**config.mk**
```make
export PLATFORM = sky130hd
export DESIGN_NAME = adc_frame_reader
export DESIGN_NICKNAME = d
export VERILOG_FILES = /design/src/rtl/adcrd_pkg.sv /design/src/rtl/adcrd_datapath.sv /design/src/rtl/adcrd_ctrl.sv /design/src/rtl/adc_frame_reader.sv
export SDC_FILE = /design/constraint.sdc
export NUM_CORES = 1
export LEC_CHECK = 0
export BUFFER_PORTS_ARGS = -buffer_cell sky130_fd_sc_hd__buf_2
export CAP_MARGIN = 5
export CORE_ASPECT_RATIO = 1.5
export CORE_MARGIN = 10
export CORE_UTILIZATION = 60
export DETAILED_ROUTE_END_ITERATION = 8
export PLACE_DENSITY = 0.8
export SYNTH_ARGS = -nofsm -noshare
export SYNTH_HDL_FRONTEND = slang
export SYNTH_SLANG_ARGS = --single-unit
```
**constraint.sdc**
```tcl
create_clock -name clk -period 5.9 [get_ports clk]
set_input_delay 0.59 -clock clk [delete_from_list [all_inputs] [get_ports clk]]
set_output_delay 0.59 -clock clk [all_outputs]
set_load 0.05 [all_outputs]
```
**src/rtl/adcrd_pkg.sv**
```systemverilog
package adcrd_pkg;
  localparam int CMD_BITS   = 8;
  localparam int BYTE_COUNT = 3;
  localparam int FRAME_BITS = CMD_BITS * BYTE_COUNT;
  localparam int RES_W      = 12;
  localparam int LEAD_PAD   = 1;
  localparam int RES_FIRST  = CMD_BITS + LEAD_PAD;
  localparam int RES_LAST   = RES_FIRST + RES_W - 1;

  typedef enum logic [2:0] {
    S_IDLE, S_LEAD, S_XFER, S_GAP, S_TRAIL
  } seqState_t;

  typedef struct packed {
    logic loadCmd;
    logic shiftOut;
    logic loadZero;
    logic captureBit;
    logic finish;
    logic clear;
  } dpStrobe_t;
endpackage

```
**src/rtl/adcrd_datapath.sv**
```systemverilog
module adcrd_datapath
  import adcrd_pkg::*;
(
  input  logic             clk,
  input  logic             rstN,
  input  dpStrobe_t        strobe,
  input  logic [2:0]       channel,
  input  logic             unipolar,
  input  logic             singleEnded,
  input  logic             miso,
  output logic             mosi,
  output logic [RES_W-1:0] result
);
  logic [CMD_BITS-1:0] txReg;
  logic [RES_W-1:0]    rxReg;
  logic [CMD_BITS-1:0] cmdByte;

  assign cmdByte = {1'b1, channel, unipolar, singleEnded, 2'b11};
  assign mosi    = txReg[CMD_BITS-1];

  always_ff @(posedge clk or negedge rstN) begin
    if (!rstN) begin
      txReg  <= '0;
      rxReg  <= '0;
      result <= '0;
    end else begin
      if (strobe.loadCmd) begin
        txReg <= cmdByte;
        rxReg <= '0;
      end else if (strobe.loadZero || strobe.clear) begin
        txReg <= '0;
      end else if (strobe.shiftOut) begin
        txReg <= {txReg[CMD_BITS-2:0], 1'b0};
      end
      if (strobe.captureBit) rxReg <= {rxReg[RES_W-2:0], miso};
      if (strobe.finish) result <= rxReg;
    end
  end
endmodule

```
**src/rtl/adcrd_ctrl.sv**
```systemverilog
module adcrd_ctrl
  import adcrd_pkg::*;
#(
  parameter int DIV_W         = 10,
  parameter int DIV_MIN       = 32,
  parameter int DIV_MAX       = 625,
  parameter int GAP_W         = 8,
  parameter int MAX_FRAME_CYC = 15000
) (
  input  logic             clk,
  input  logic             rstN,
  input  logic             start,
  input  logic [DIV_W-1:0] divSetting,
  input  logic [GAP_W-1:0] gapCycles,
  output logic             csN,
  output logic             sclk,
  output logic             busy,
  output logic             done,
  output logic             timeoutErr,
  output dpStrobe_t        strobe
);
  localparam int TMR_W = $clog2(MAX_FRAME_CYC + 1);
  localparam int POS_W = $clog2(FRAME_BITS);

  seqState_t        state;
  logic [DIV_W-1:0] halfP, divCnt, divEff;
  logic [GAP_W-1:0] gapLim, gapCnt;
  logic [2:0]       bitCnt;
  logic [1:0]       byteIdx;
  logic [TMR_W-1:0] elapsed;
  logic [POS_W-1:0] framePos;
  logic tick, lastBit, lastByte, expired, finishNow, abortNow, fallNow;

  always_comb begin
    if (divSetting < DIV_W'(DIV_MIN))      divEff = DIV_W'(DIV_MIN);
    else if (divSetting > DIV_W'(DIV_MAX)) divEff = DIV_W'(DIV_MAX);
    else                                   divEff = divSetting;
  end

  assign tick      = (divCnt == halfP - 1'b1);
  assign lastBit   = (bitCnt == 3'd7);
  assign lastByte  = (byteIdx == 2'(BYTE_COUNT - 1));
  assign framePos  = POS_W'({byteIdx, bitCnt});
  assign expired   = (elapsed == TMR_W'(MAX_FRAME_CYC - 1));
  assign finishNow = (state == S_TRAIL) && tick;
  assign abortNow  = (state != S_IDLE) && expired && !finishNow;
  assign fallNow   = (state == S_XFER) && tick && sclk;
  assign busy      = (state != S_IDLE);

  always_comb begin
    strobe            = '0;
    strobe.loadCmd    = (state == S_IDLE) && start;
    strobe.captureBit = (state == S_XFER) && tick && !sclk &&
                        (framePos >= POS_W'(RES_FIRST)) &&
                        (framePos <= POS_W'(RES_LAST));
    strobe.shiftOut   = fallNow && !lastBit;
    strobe.loadZero   = fallNow && lastBit;
    strobe.finish     = finishNow;
    strobe.clear      = abortNow;
  end

  always_ff @(posedge clk or negedge rstN) begin
    if (!rstN) elapsed <= '0;
    else if (state == S_IDLE) elapsed <= '0;
    else elapsed <= elapsed + 1'b1;
  end

  always_ff @(posedge clk or negedge rstN) begin
    if (!rstN) begin
      state      <= S_IDLE;
      csN        <= 1'b1;
      sclk       <= 1'b0;
      done       <= 1'b0;
      timeoutErr <= 1'b0;
      halfP      <= DIV_W'(DIV_MIN);
      divCnt     <= '0;
      gapLim     <= '0;
      gapCnt     <= '0;
      bitCnt     <= '0;
      byteIdx    <= '0;
    end else begin
      done       <= 1'b0;
      timeoutErr <= 1'b0;
      if (abortNow) begin
        state      <= S_IDLE;
        csN        <= 1'b1;
        sclk       <= 1'b0;
        done       <= 1'b1;
        timeoutErr <= 1'b1;
      end else begin
        unique case (state)
          S_IDLE: if (start) begin
            halfP   <= divEff;
            gapLim  <= gapCycles;
            csN     <= 1'b0;
            divCnt  <= '0;
            bitCnt  <= '0;
            byteIdx <= '0;
            state   <= S_LEAD;
          end
          S_LEAD: begin
            divCnt <= tick ? '0 : divCnt + 1'b1;
            if (tick) state <= S_XFER;
          end
          S_XFER: begin
            divCnt <= tick ? '0 : divCnt + 1'b1;
            if (tick) begin
              if (!sclk) sclk <= 1'b1;
              else begin
                sclk   <= 1'b0;
                bitCnt <= bitCnt + 1'b1;
                if (lastBit) begin
                  if (lastByte) state <= S_TRAIL;
                  else begin
                    byteIdx <= byteIdx + 1'b1;
                    gapCnt  <= '0;
                    if (gapLim != '0) state <= S_GAP;
                  end
                end
              end
            end
          end
          S_GAP: begin
            gapCnt <= gapCnt + 1'b1;
            if (gapCnt == gapLim - 1'b1) begin
              divCnt <= '0;
              state  <= S_XFER;
            end
          end
          S_TRAIL: begin
            divCnt <= tick ? '0 : divCnt + 1'b1;
            if (tick) begin
              csN   <= 1'b1;
              done  <= 1'b1;
              state <= S_IDLE;
            end
          end
          default: state <= S_IDLE;
        endcase
      end
    end
  end
endmodule

```
**src/rtl/adc_frame_reader.sv**
```systemverilog
module adc_frame_reader
  import adcrd_pkg::*;
#(
  parameter int DIV_W         = 10,
  parameter int DIV_MIN       = 32,
  parameter int DIV_MAX       = 625,
  parameter int GAP_W         = 8,
  parameter int MAX_FRAME_CYC = 15000
) (
  input  logic             clk,
  input  logic             rstN,
  input  logic             start,
  input  logic [2:0]       channel,
  input  logic             unipolar,
  input  logic             singleEnded,
  input  logic [DIV_W-1:0] divSetting,
  input  logic [GAP_W-1:0] gapCycles,
  input  logic             miso,
  output logic             csN,
  output logic             sclk,
  output logic             mosi,
  output logic             busy,
  output logic             done,
  output logic             timeoutErr,
  output logic [11:0]      result
);
  dpStrobe_t strobe;

  adcrd_ctrl #(
    .DIV_W(DIV_W), .DIV_MIN(DIV_MIN), .DIV_MAX(DIV_MAX),
    .GAP_W(GAP_W), .MAX_FRAME_CYC(MAX_FRAME_CYC)
  ) u_ctrl (
    .clk(clk), .rstN(rstN), .start(start), .divSetting(divSetting),
    .gapCycles(gapCycles), .csN(csN), .sclk(sclk), .busy(busy),
    .done(done), .timeoutErr(timeoutErr), .strobe(strobe)
  );

  adcrd_datapath u_dp (
    .clk(clk), .rstN(rstN), .strobe(strobe), .channel(channel),
    .unipolar(unipolar), .singleEnded(singleEnded), .miso(miso),
    .mosi(mosi), .result(result)
  );
endmodule

```
==> flow_metrics.env, run 1 <==
export IMPL_crit_path_start_kind="register"
export IMPL_antenna_found_initial=0
export IMPL_netlist_instances=547
export IMPL_critPathMaxStageDelay_ns=0.57
export IMPL_relSlewSlack=0.508
export IMPL_ant_nets=0
export IMPL_drtPass1Iterations=5
export IMPL_syn_avg_cell_area_sq_um=9.13
export IMPL_grt_ovfl_total=0
export IMPL_cts_root_buf="clkbuf_16"
export IMPL_period_needed_ns=3.62
export IMPL_post_place_ws_ns=2.37
export IMPL_seq_area_sq_um=2350
export IMPL_wl_met3_um=533
export IMPL_postPlaceCellArea_sq_um=5290
export IMPL_hp_class="input pin to async pin"
export IMPL_grt_pass1_vias=4279
export IMPL_hpwl_um=8390
export IMPL_synth_enable_flop_cells=0
export IMPL_worstMarginPinSlew_ns=0.738
export IMPL_synth_flop_cell="dfrtp_1"
export IMPL_synth_seq_cells=94
export IMPL_rsz0062_at_grt="no"
export IMPL_rows=40
export IMPL_status="complete, no violations"
export IMPL_synth_seq_area_share=0.472
export IMPL_wl_met2_um=6360
export IMPL_fp_dieH_um=132
export IMPL_hold_viol_final=0
export IMPL_fin_hold_ws_ns=0.245
export IMPL_io_pins=45
export IMPL_drc_errors=0
export IMPL_fill_cells=637
export IMPL_die_area_sq_um=12400
export IMPL_yosys_area_share_simple=0.223
export IMPL_synth_most_common_cell="dfrtp_1"
export IMPL_synth_top_cell_by_area="dfrtp_1"
export IMPL_clk_pin_slew_ns=0.07
export IMPL_synth_nets=587
export IMPL_synth_common_cells="dfrtp_1, nand2_1, nor2_1"
export IMPL_cp_slowest_cell="nor3_2"
export IMPL_fin_area_sq_um=5580
export IMPL_start_util=0.620
export IMPL_crit_arrival_ns=3.86
export IMPL_wl_met1_um=4740
export IMPL_cp_cell_sequence="inv_1, ha_1, or3b_2, nor3_1, xnor2_1, nand4_1, nor3_2, nand3_2, a21oi_2, mux2_2"
export IMPL_first_iter_violations=374
export IMPL_grt_pass1_wl_um=20200
export IMPL_yosys_warnings=0
export IMPL_vias=4237
export IMPL_synth_top_family_by_area="simple AND/OR/NAND/NOR gates"
export IMPL_routabilityCongestion=0.873
export IMPL_wl_per_cell_um=17.0
export IMPL_worstPathRequired_ns=6.13
export IMPL_grt_max_degree=50
export IMPL_setup_viol=0
export IMPL_max_vdd_ir_drop_mv=0.158
export IMPL_core_area_sq_um=8060
export IMPL_insertion_delay_ns=0.35
export IMPL_finalNetCount=625
export IMPL_path_class="register to register"
export IMPL_fin_setup_tns_ns=0
export IMPL_synth_area_sq_um=4990
export IMPL_clockBufferDepth=2
export IMPL_synthArstFlopShare=1.00
export IMPL_fin_crit_sh=0.614
export IMPL_finClkSkew_ns=0.00788
export IMPL_synth_compound_area_frac=0.141
export IMPL_synth_area_leaders="dfrtp_1, nand2_1, o21ai_0, nand3_1, ha_1"
export IMPL_io_buffers=44
export IMPL_die_x_um=94.5
export IMPL_post_synth_xor_area_fraction=0.0544
export IMPL_yosysTopAreaCellShare=0.461
export IMPL_highest_layer="met4"
export IMPL_fmax_mhz=276
export IMPL_h_tree_depth=3
export IMPL_cts_tree="built"
export IMPL_setup_ws_ns=2.28
export IMPL_area_growth_pct=11.7
export IMPL_multi_input_area_sq_um=2460
export IMPL_clock_sinks=94
export IMPL_cts_setup_buffers=0
export IMPL_drt_wl_total_um=11800
export IMPL_endpoint_kind="register"
export IMPL_diodes=0
export IMPL_fin_util=0.692
export IMPL_power_density_nw_per_um2=221
export IMPL_path_max_fanout=12
export IMPL_via_per_inst=6.10
export IMPL_drv_cap=0
export IMPL_numCtsBuffers=9
export IMPL_muxShareOfSynthArea=0.0413
export IMPL_drive_gt1_frac=0.154
export IMPL_p_leak_uw=0.00263
export IMPL_track_usage=0.195
export IMPL_drv_slew=0
export IMPL_yosys_area_share_adder=0.0326
export IMPL_ctsResizeCount=0
export IMPL_synthDistinctLibCells=59
export IMPL_postCtsHoldBufs=0
final timing paths:
kind / startpoint / end / cells after the start / slack, ns
min: rstN / u_ctrl.gapCnt[4] / 1 / 0.24
max reg2reg: u_ctrl.halfP[0] / u_ctrl.bitCnt[0] / 10 / 2.28
max in group asynchronous: rstN / u_ctrl.bitCnt[1] / 2 / 4.58
min in group clk: gapCycles[3] / u_ctrl.gapLim[3] / 3 / 0.44
min reg2reg: u_ctrl.elapsed[0] / u_ctrl.elapsed[0] / 1 / 0.46
max: u_ctrl.halfP[0] / u_ctrl.bitCnt[0] / 10 / 2.28
through the flow:
step | instances | total power, uW
after floorplan | 547 | 659
after global placement | 679 | 683
after detailed placement | 679 | 684
after CTS | 695 | 1240
after global routing | 695 | 1270
final | 695 | 1230
layout make-up:
type | count | share of cell area
Multi-Input combinational cell | 408 | 0.441
Clock buffer | 9 | 0.0404
Sequential cell | 94 | 0.422
Tap cell | 105 | 0.0236
Inverter | 24 | 0.0162
Timing Repair Buffer | 48 | 0.0453
Clock inverter | 7 | 0.0112
sequential cells by signal, indices dropped and copies added (netlist names):
| signal | count |
|---|---|
| u_ctrl.elapsed | 14 |
| u_dp.result | 12 |
| u_dp.rxReg | 12 |
| u_ctrl.divCnt | 10 |
| u_ctrl.halfP | 10 |
| u_ctrl.gapCnt | 8 |
| u_ctrl.gapLim | 8 |
| u_dp.txReg | 8 |
| u_ctrl.bitCnt | 3 |
| u_ctrl.state | 3 |
| u_ctrl.byteIdx | 2 |
| u_ctrl.csN | 1 |
| u_ctrl.done | 1 |
| u_ctrl.sclk | 1 |
| u_ctrl.timeoutErr | 1 |
layout by cell type, fill, tap and decap left out, types with 6 or more instances in the layout:
cell	instances
a21oi_1	28
a31oi_1	19
and3_1	6
buf_2	43
clkbuf_16	9
dfrtp_1	92
ha_1	13
inv_1	24
mux2_2	13
mux2i_1	6
nand2_1	79
nand2b_1	6
nand3_1	37
nand4_1	6
nor2_1	40
nor3_1	11
o21ai_0	39
or3_1	12
xnor2_1	15
xor2_1	16
worst max-delay path, delay by kind of cell, from the launching register on:
kind	cells	cell delay [ns]
AO/OA/AOI/OAI	1	0.38
multiplexers	1	0.37
XOR/XNOR	1	0.15
flip-flops	1	0.44
AND/OR/NAND/NOR	5	1.89
adder cells (fa/ha/maj)	1	0.19
buffers and inverters	1	0.10
cells by family after synthesis:
logic type	count (synthesis)
mux	19
buf+inv	45
fa+ha+maj	13
compound gates	117
xor+xnor	31
flops	94
simple gates	228
metal layers:
layer	global-route usage	vias to the layer above
li1	-	2004
met1	0.234	2096
met2	0.332	116
met3	0.0371	21
met4	0.0726	0
met5	0	-
report_power, final:
part / switching (uW) / internal (uW)
Combinational: 18.1 / 8.33
Sequential: 0 / 644
Clock: 267 / 295
Note: power is estimated with default switching activity, not from simulation.
==> run 2: changes to the inputs <==
ABC_AREA = 1   (was unset)
CORE_UTILIZATION = 54   (was 60)
PLACE_DENSITY = 0.76   (was 0.8)
clock period = 3.3 ns   (was 5.9 ns; I/O delays follow)
==> run 2 against run 1 <==
Critical path depth grew 4. Cell area grew 7.4%. Sequential power grew to 2.5 times the previous value. Flip-flop and latch count is the same. Non-clock buffer count grew 1. Critical endpoint is now u_ctrl.divCnt[5].
==> flow_metrics.env, run 2 <==
export IMPL_status="complete, no violations"
export IMPL_seqPwrFrac=0.354
export IMPL_period_needed_ns=2.67
export IMPL_synthDistinctLibCells=44
export IMPL_postCtsHoldBufs=0
export IMPL_synth_common_cells="nand2_1, dfrtp_1, inv_1"
export IMPL_synth_nets=737
export IMPL_synth_most_common_cell="nand2_1"
export IMPL_synth_area_leaders="dfrtp_1, nand2_1, nand3_1, inv_1, nor2_1"
export IMPL_fin_util=0.618
export IMPL_antenna_found_initial=0
export IMPL_grt_max_degree=54
export IMPL_first_iter_violations=250
export IMPL_area_growth_pct=11.8
export IMPL_track_usage=0.177
export IMPL_synth_seq_area_share=0.440
export IMPL_synth_top_cell_by_area="dfrtp_1"
export IMPL_final_cells=863
export IMPL_finalNetCount=783
export IMPL_drv_slew=0
export IMPL_h_tree_depth=3
export IMPL_via_per_inst=5.45
export IMPL_ctsResizeCount=0
export IMPL_combPwrFrac=0.424
export IMPL_vias=4703
export IMPL_max_vdd_ir_drop_mv=0.445
export IMPL_wl_per_cell_um=14.1
export IMPL_finClkSkew_ns=0.00955
export IMPL_synth_seq_cells=94
export IMPL_wl_met3_um=400
export IMPL_fin_setup_tns_ns=0
export IMPL_swShare=0.448
export IMPL_synthArstFlopShare=1.00
export IMPL_fmax_mhz=374
export IMPL_p_sw_uw=2080
export IMPL_largest_reg_flops=14
export IMPL_endpoint_kind="register"
export IMPL_drc_errors=0
export IMPL_cts_tree="built"
export IMPL_cts_root_buf="clkbuf_16"
export IMPL_routabilityCongestion=0.899
export IMPL_grt_pass1_wl_um=21100
export IMPL_path_class="register to register"
export IMPL_setup_viol=0
export IMPL_reg_largest_list="u_ctrl.elapsed x14, u_dp.result x12, u_dp.rxReg x12"
export IMPL_crit_path_start_kind="register"
export IMPL_yosysTopAreaCellShare=0.430
export IMPL_fin_crit_sh=0.810
export IMPL_drv_cap=0
export IMPL_drt_wl_total_um=12200
export IMPL_largest_register="u_ctrl.elapsed"
export IMPL_die_area_sq_um=14400
export IMPL_p_leak_uw=0.00294
export IMPL_synth_area_sq_um=5360
export IMPL_dp_cells=847
export IMPL_netlist_instances=697
export IMPL_io_buffers=44
export IMPL_worstPathRequired_ns=3.56
export IMPL_yosys_warnings=0
export IMPL_core_area_sq_um=9690
export IMPL_grt_ovfl_total=0
export IMPL_clk_pin_slew_ns=0.07
export IMPL_wl_met1_um=4800
export IMPL_numCtsBuffers=9
export IMPL_layout_common_cells="nand2_1, dfrtp_1, inv_1"
export IMPL_rsz0062_at_grt="no"
export IMPL_synth_enable_flop_cells=0
export IMPL_rows=44
export IMPL_power_density_nw_per_um2=774
export IMPL_relSlewSlack=0.547
export IMPL_wl_met2_um=6680
export IMPL_synth_flop_cell="dfrtp_1"
export IMPL_start_util=0.553
export IMPL_clockBufferDepth=2
export IMPL_cts_setup_buffers=0
export IMPL_diodes=0
export IMPL_drive_gt1_frac=0.151
export IMPL_die_x_um=101
export IMPL_hpwl_um=9220
export IMPL_worstMarginPinSlew_ns=0.679
export IMPL_insertion_delay_ns=0.35
export IMPL_crit_arrival_ns=2.93
export IMPL_hold_viol_final=0
export IMPL_io_pins=45
export IMPL_path_max_fanout=28
export IMPL_grt_pass1_vias=4774
export IMPL_clkPwrFrac=0.222
export IMPL_ant_nets=0
export IMPL_final_common_cell="nand2_1"
export IMPL_syn_avg_cell_area_sq_um=7.69
export IMPL_drtPass1Iterations=4
export IMPL_clock_sinks=94
export IMPL_hp_class="input pin to async pin"
export IMPL_fp_dieH_um=142
export IMPL_internal_power_uw=2560
export IMPL_highest_layer="met4"
## run 2: critical path, cell delays in order, from the launching register on
cell and delay, ns:
dfrtp_1 0.38, inv_1 0.15, ha_1 0.27, nand2_2 0.08, nor2_2 0.14, nand2_1 0.10
o21ai_1 0.10, nand3_2 0.10, nor2_4 0.16, nand4_4 0.34, nand2_4 0.23, nand2_2 0.16
inv_2 0.16, nand4_1 0.10, o21ai_0 0.11
## run 2: final timing paths
| kind | from | slack, ns | depth (start not counted) | to |
|---|---|---|---|---|
| min in group clk | gapCycles[3] | 0.19 | 3 | u_ctrl.gapLim[3] |
| worst max register to register | u_ctrl.halfP[0] | 0.63 | 14 | u_ctrl.divCnt[5] |
| max in group asynchronous | rstN | 2.52 | 2 | u_ctrl.halfP[5] |
| worst min-delay path | rstN | 0.02 | 1 | u_dp.result[11] |
| worst max-delay path | u_ctrl.halfP[0] | 0.63 | 14 | u_ctrl.divCnt[5] |
| worst min register to register | u_dp.result[7] | 0.48 | 2 | u_dp.result[7] |
## run 2: kinds of logic (layout without fill, tap and decap cells)
group | after synthesis | after routing | share of synthesized area
AO/OA/AOI/OAI | 99 | 99 | 0.108
XOR/XNOR | 23 | 23 | 0.0390
adder cells (fa/ha/maj) | 13 | 13 | 0.0304
buffers and inverters | 112 | 163 | 0.0822
flip-flops | 94 | 94 | 0.440
multiplexers | 1 | 1 | 0.00210
AND/OR/NAND/NOR | 355 | 355 | 0.298
## run 2: area by class of cell
class                           count  area (sq um)
Fill cell                         875          3700
Multi-Input combinational cell    491          2560
Sequential cell                    94          2350
Inverter                           98           368
Timing Repair Buffer               49           260
Clock buffer                        9           225
Tap cell                          115           144
Clock inverter                      7          75.1
## run 2: power groups by stage
stage | sequential [uW] | clock, uW | combinational (uW)
floorplan | 1740 | 0 | 1420
global placement | 1650 | 0 | 1900
detailed placement | 1660 | 0 | 1960
CTS | 1640 | 1050 | 1970
global route | 1680 | 1090 | 2260
finish | 1640 | 1030 | 1970
## run 2: routing by layer
metal  track usage  vias up
li1              -     2344
met1         0.195     2239
met2         0.322       89
met3        0.0292       31
met4        0.0721        0
met5             0        -
## run 2: stage by stage
step                area (sq um)  hold WS (ns)  total power, uW  setup WS, ns
floorplan                   5360        0.0344             3160          1.16
global placement            5690         0.416             3550         0.776
detailed placement          5690         0.418             3620         0.648
CTS                         5990        0.0423             4660         0.631
global route                5990        0.0637             5030         0.354
finish                      5990        0.0166             4640         0.626
==> run 3: changes to the inputs <==
ABC_AREA = 0   (was 1)
clock period = 2.2 ns   (was 3.3 ns; I/O delays follow)
==> run 3 against run 2 <==
The run now ends with negative setup slack left. Cell area up 11%. Clock-buffer cell count unchanged. Critical path depth down 6. Wire length up 11%. Total power down 27%. Largest cell class unchanged. Highest routed layer unchanged.
==> flow_metrics.env, run 3 (synthesized netlist as in run 1, its figures left out) <==
export IMPL_worstMarginPinSlew_ns=0.552
export IMPL_reg_largest_list="u_ctrl.elapsed x14, u_dp.result x12, u_dp.rxReg x12"
export IMPL_path_class="register to register"
export IMPL_power_density_nw_per_um2=506
export IMPL_path_max_fanout=4
export IMPL_p_leak_uw=0.00313
export IMPL_max_vdd_ir_drop_mv=0.490
export IMPL_hold_viol_final=0
export IMPL_endpoint="u_ctrl.state[2]"
export IMPL_core_area_sq_um=8930
export IMPL_rows=42
export IMPL_worst_r2r_cell_count=8
export IMPL_setup_viol=62
export IMPL_die_x_um=98.5
export IMPL_vias=4589
export IMPL_layout_common_cells="dfrtp_1, buf_4, nand2_1"
export IMPL_hp_class="input pin to register"
export IMPL_hold_depth=3
export IMPL_numCtsBuffers=9
export IMPL_largest_reg_flops=14
export IMPL_fmax_mhz=359
export IMPL_clockBufferDepth=2
export IMPL_clk_pin_slew_ns=0.07
export IMPL_fill_cells=591
export IMPL_timing_rr_end="u_ctrl.state[2]"
export IMPL_drc_errors=0
export IMPL_area_growth_pct=33.2
export IMPL_ant_nets=0
export IMPL_die_area_sq_um=13600
export IMPL_setup_ws_ns=-0.583
export IMPL_reg2reg_from="u_ctrl.halfP[1]"
export IMPL_violations="negative setup slack"
export IMPL_io_pins=45
export IMPL_h_tree_depth=3
export IMPL_hp_start="gapCycles[3]"
export IMPL_antenna_found_initial=0
export IMPL_status="complete, but fails checks"
export IMPL_drv_slew=0
export IMPL_largest_register="u_ctrl.elapsed"
export IMPL_fin_crit_sh=1.26
export IMPL_clock_sinks=94
export IMPL_diodes=0
export IMPL_crit_path_start="u_ctrl.halfP[1]"
export IMPL_grt_ovfl_total=0
export IMPL_crit_arrival_ns=3.07
export IMPL_final_common_cell="dfrtp_1"
export IMPL_hpwl_um=9170
export IMPL_cts_tree="built"
export IMPL_fin_area_sq_um=6650
export IMPL_finalNetCount=702
export IMPL_period_needed_ns=2.78
export IMPL_fin_util=0.745
export IMPL_drv_cap=0
export IMPL_postPlaceCellArea_sq_um=5790
export IMPL_grt_pass1_vias=4573
export IMPL_first_iter_violations=243
export IMPL_finClkSkew_ns=0.00963
export IMPL_routabilityCongestion=0.907
export IMPL_wl_per_cell_um=17.4
export IMPL_fp_dieH_um=138
export IMPL_power_uw=3370
export IMPL_drtPass1Iterations=5
export IMPL_endpoint_kind="register"
export IMPL_fin_hold_ws_ns=0.0614
export IMPL_rsz0062_at_grt="yes"
export IMPL_grt_pass1_wl_um=21200
export IMPL_io_buffers=44
export IMPL_worstPathRequired_ns=2.48
export IMPL_drt_wl_total_um=13500
export IMPL_crit_path_start_kind="register"
export IMPL_relSlewSlack=0.632
export IMPL_grt_max_degree=34
export IMPL_track_usage=0.187
export IMPL_reg2reg_slack_ns=-0.58
export IMPL_insertion_delay_ns=0.35
export IMPL_via_per_inst=5.91
export IMPL_cts_root_buf="clkbuf_16"
export IMPL_drive_gt1_frac=0.337
export IMPL_start_util=0.559
## run 3: cell count changes in the layout (fill, tap and decap cells not counted), sizes merged, moves of 6 or more
cell,before,now
a21oi,13,29
a31oi,2,19
and3,0,6
buf,49,121
inv,101,29
mux2,1,13
mux2i,0,6
nand2,171,79
nand3,75,38
nor2,76,40
o21ai,72,40
or3,0,12
## run 3: final cells by class
cell class              instances  area [sq um]  area share
well taps                     110           138      0.0207
multi-input cells             408          2820       0.424
clock buffers                   9           225      0.0339
inverters                      24          90.1      0.0135
clock inverters                 7          73.8      0.0111
repair buffers                125           948       0.143
flip-flops and latches         94          2350       0.354
## run 3: per-stage QoR
step	cells	worst slack, ns	TNS, ns
after global placement	741	-0.504	-22.03
after CTS	768	-0.538	-25.75
after detailed placement	741	-0.610	-25.92
final	777	-0.583	-28.31
after global routing	777	-0.667	-35.11
after floorplan	547	-0.519	-21.72
## run 3: worst min path at each step
stage | endpoint
finish | u_ctrl.gapLim[3]
CTS | u_ctrl.gapLim[3]
detailed placement | u_ctrl.state[2]
global placement | u_ctrl.state[2]
global route | u_ctrl.gapLim[4]
floorplan | u_ctrl.bitCnt[0]
## run 3: what timing repair did
item                                    CTS  global route
gates cloned                              0             4
pin swaps                                11            21
gates resized for setup                  43            55
endpoints found under the hold margin    29             0
buffers inserted                         10             7
endpoints found under the setup margin   62            62
hold buffers                              1             0
## run 3: power by group
group	leakage (uW)	switching, uW	internal [uW]
Sequential	0.00119	0	1730
Clock	0.000148	754	807
Combinational	0.00179	50.7	27.2
Total	0.00313	805	2560
## run 3: worst max-delay path, stage by stage, from the launching register on
cell	delay, ns
dfrtp_1	0.41
or4_4	0.55
or4_4	0.45
nand3_4	0.08
a31oi_4	0.05
o41a_1	0.47
buf_6	0.16
or4_4	0.48
o21ai_2	0.07
## run 3: metal layers
metal	GRT usage	routed length (um)
met3	0.0301	567
met4	0.104	444
met2	0.336	7250
met5	0	0
met1	0.206	5260
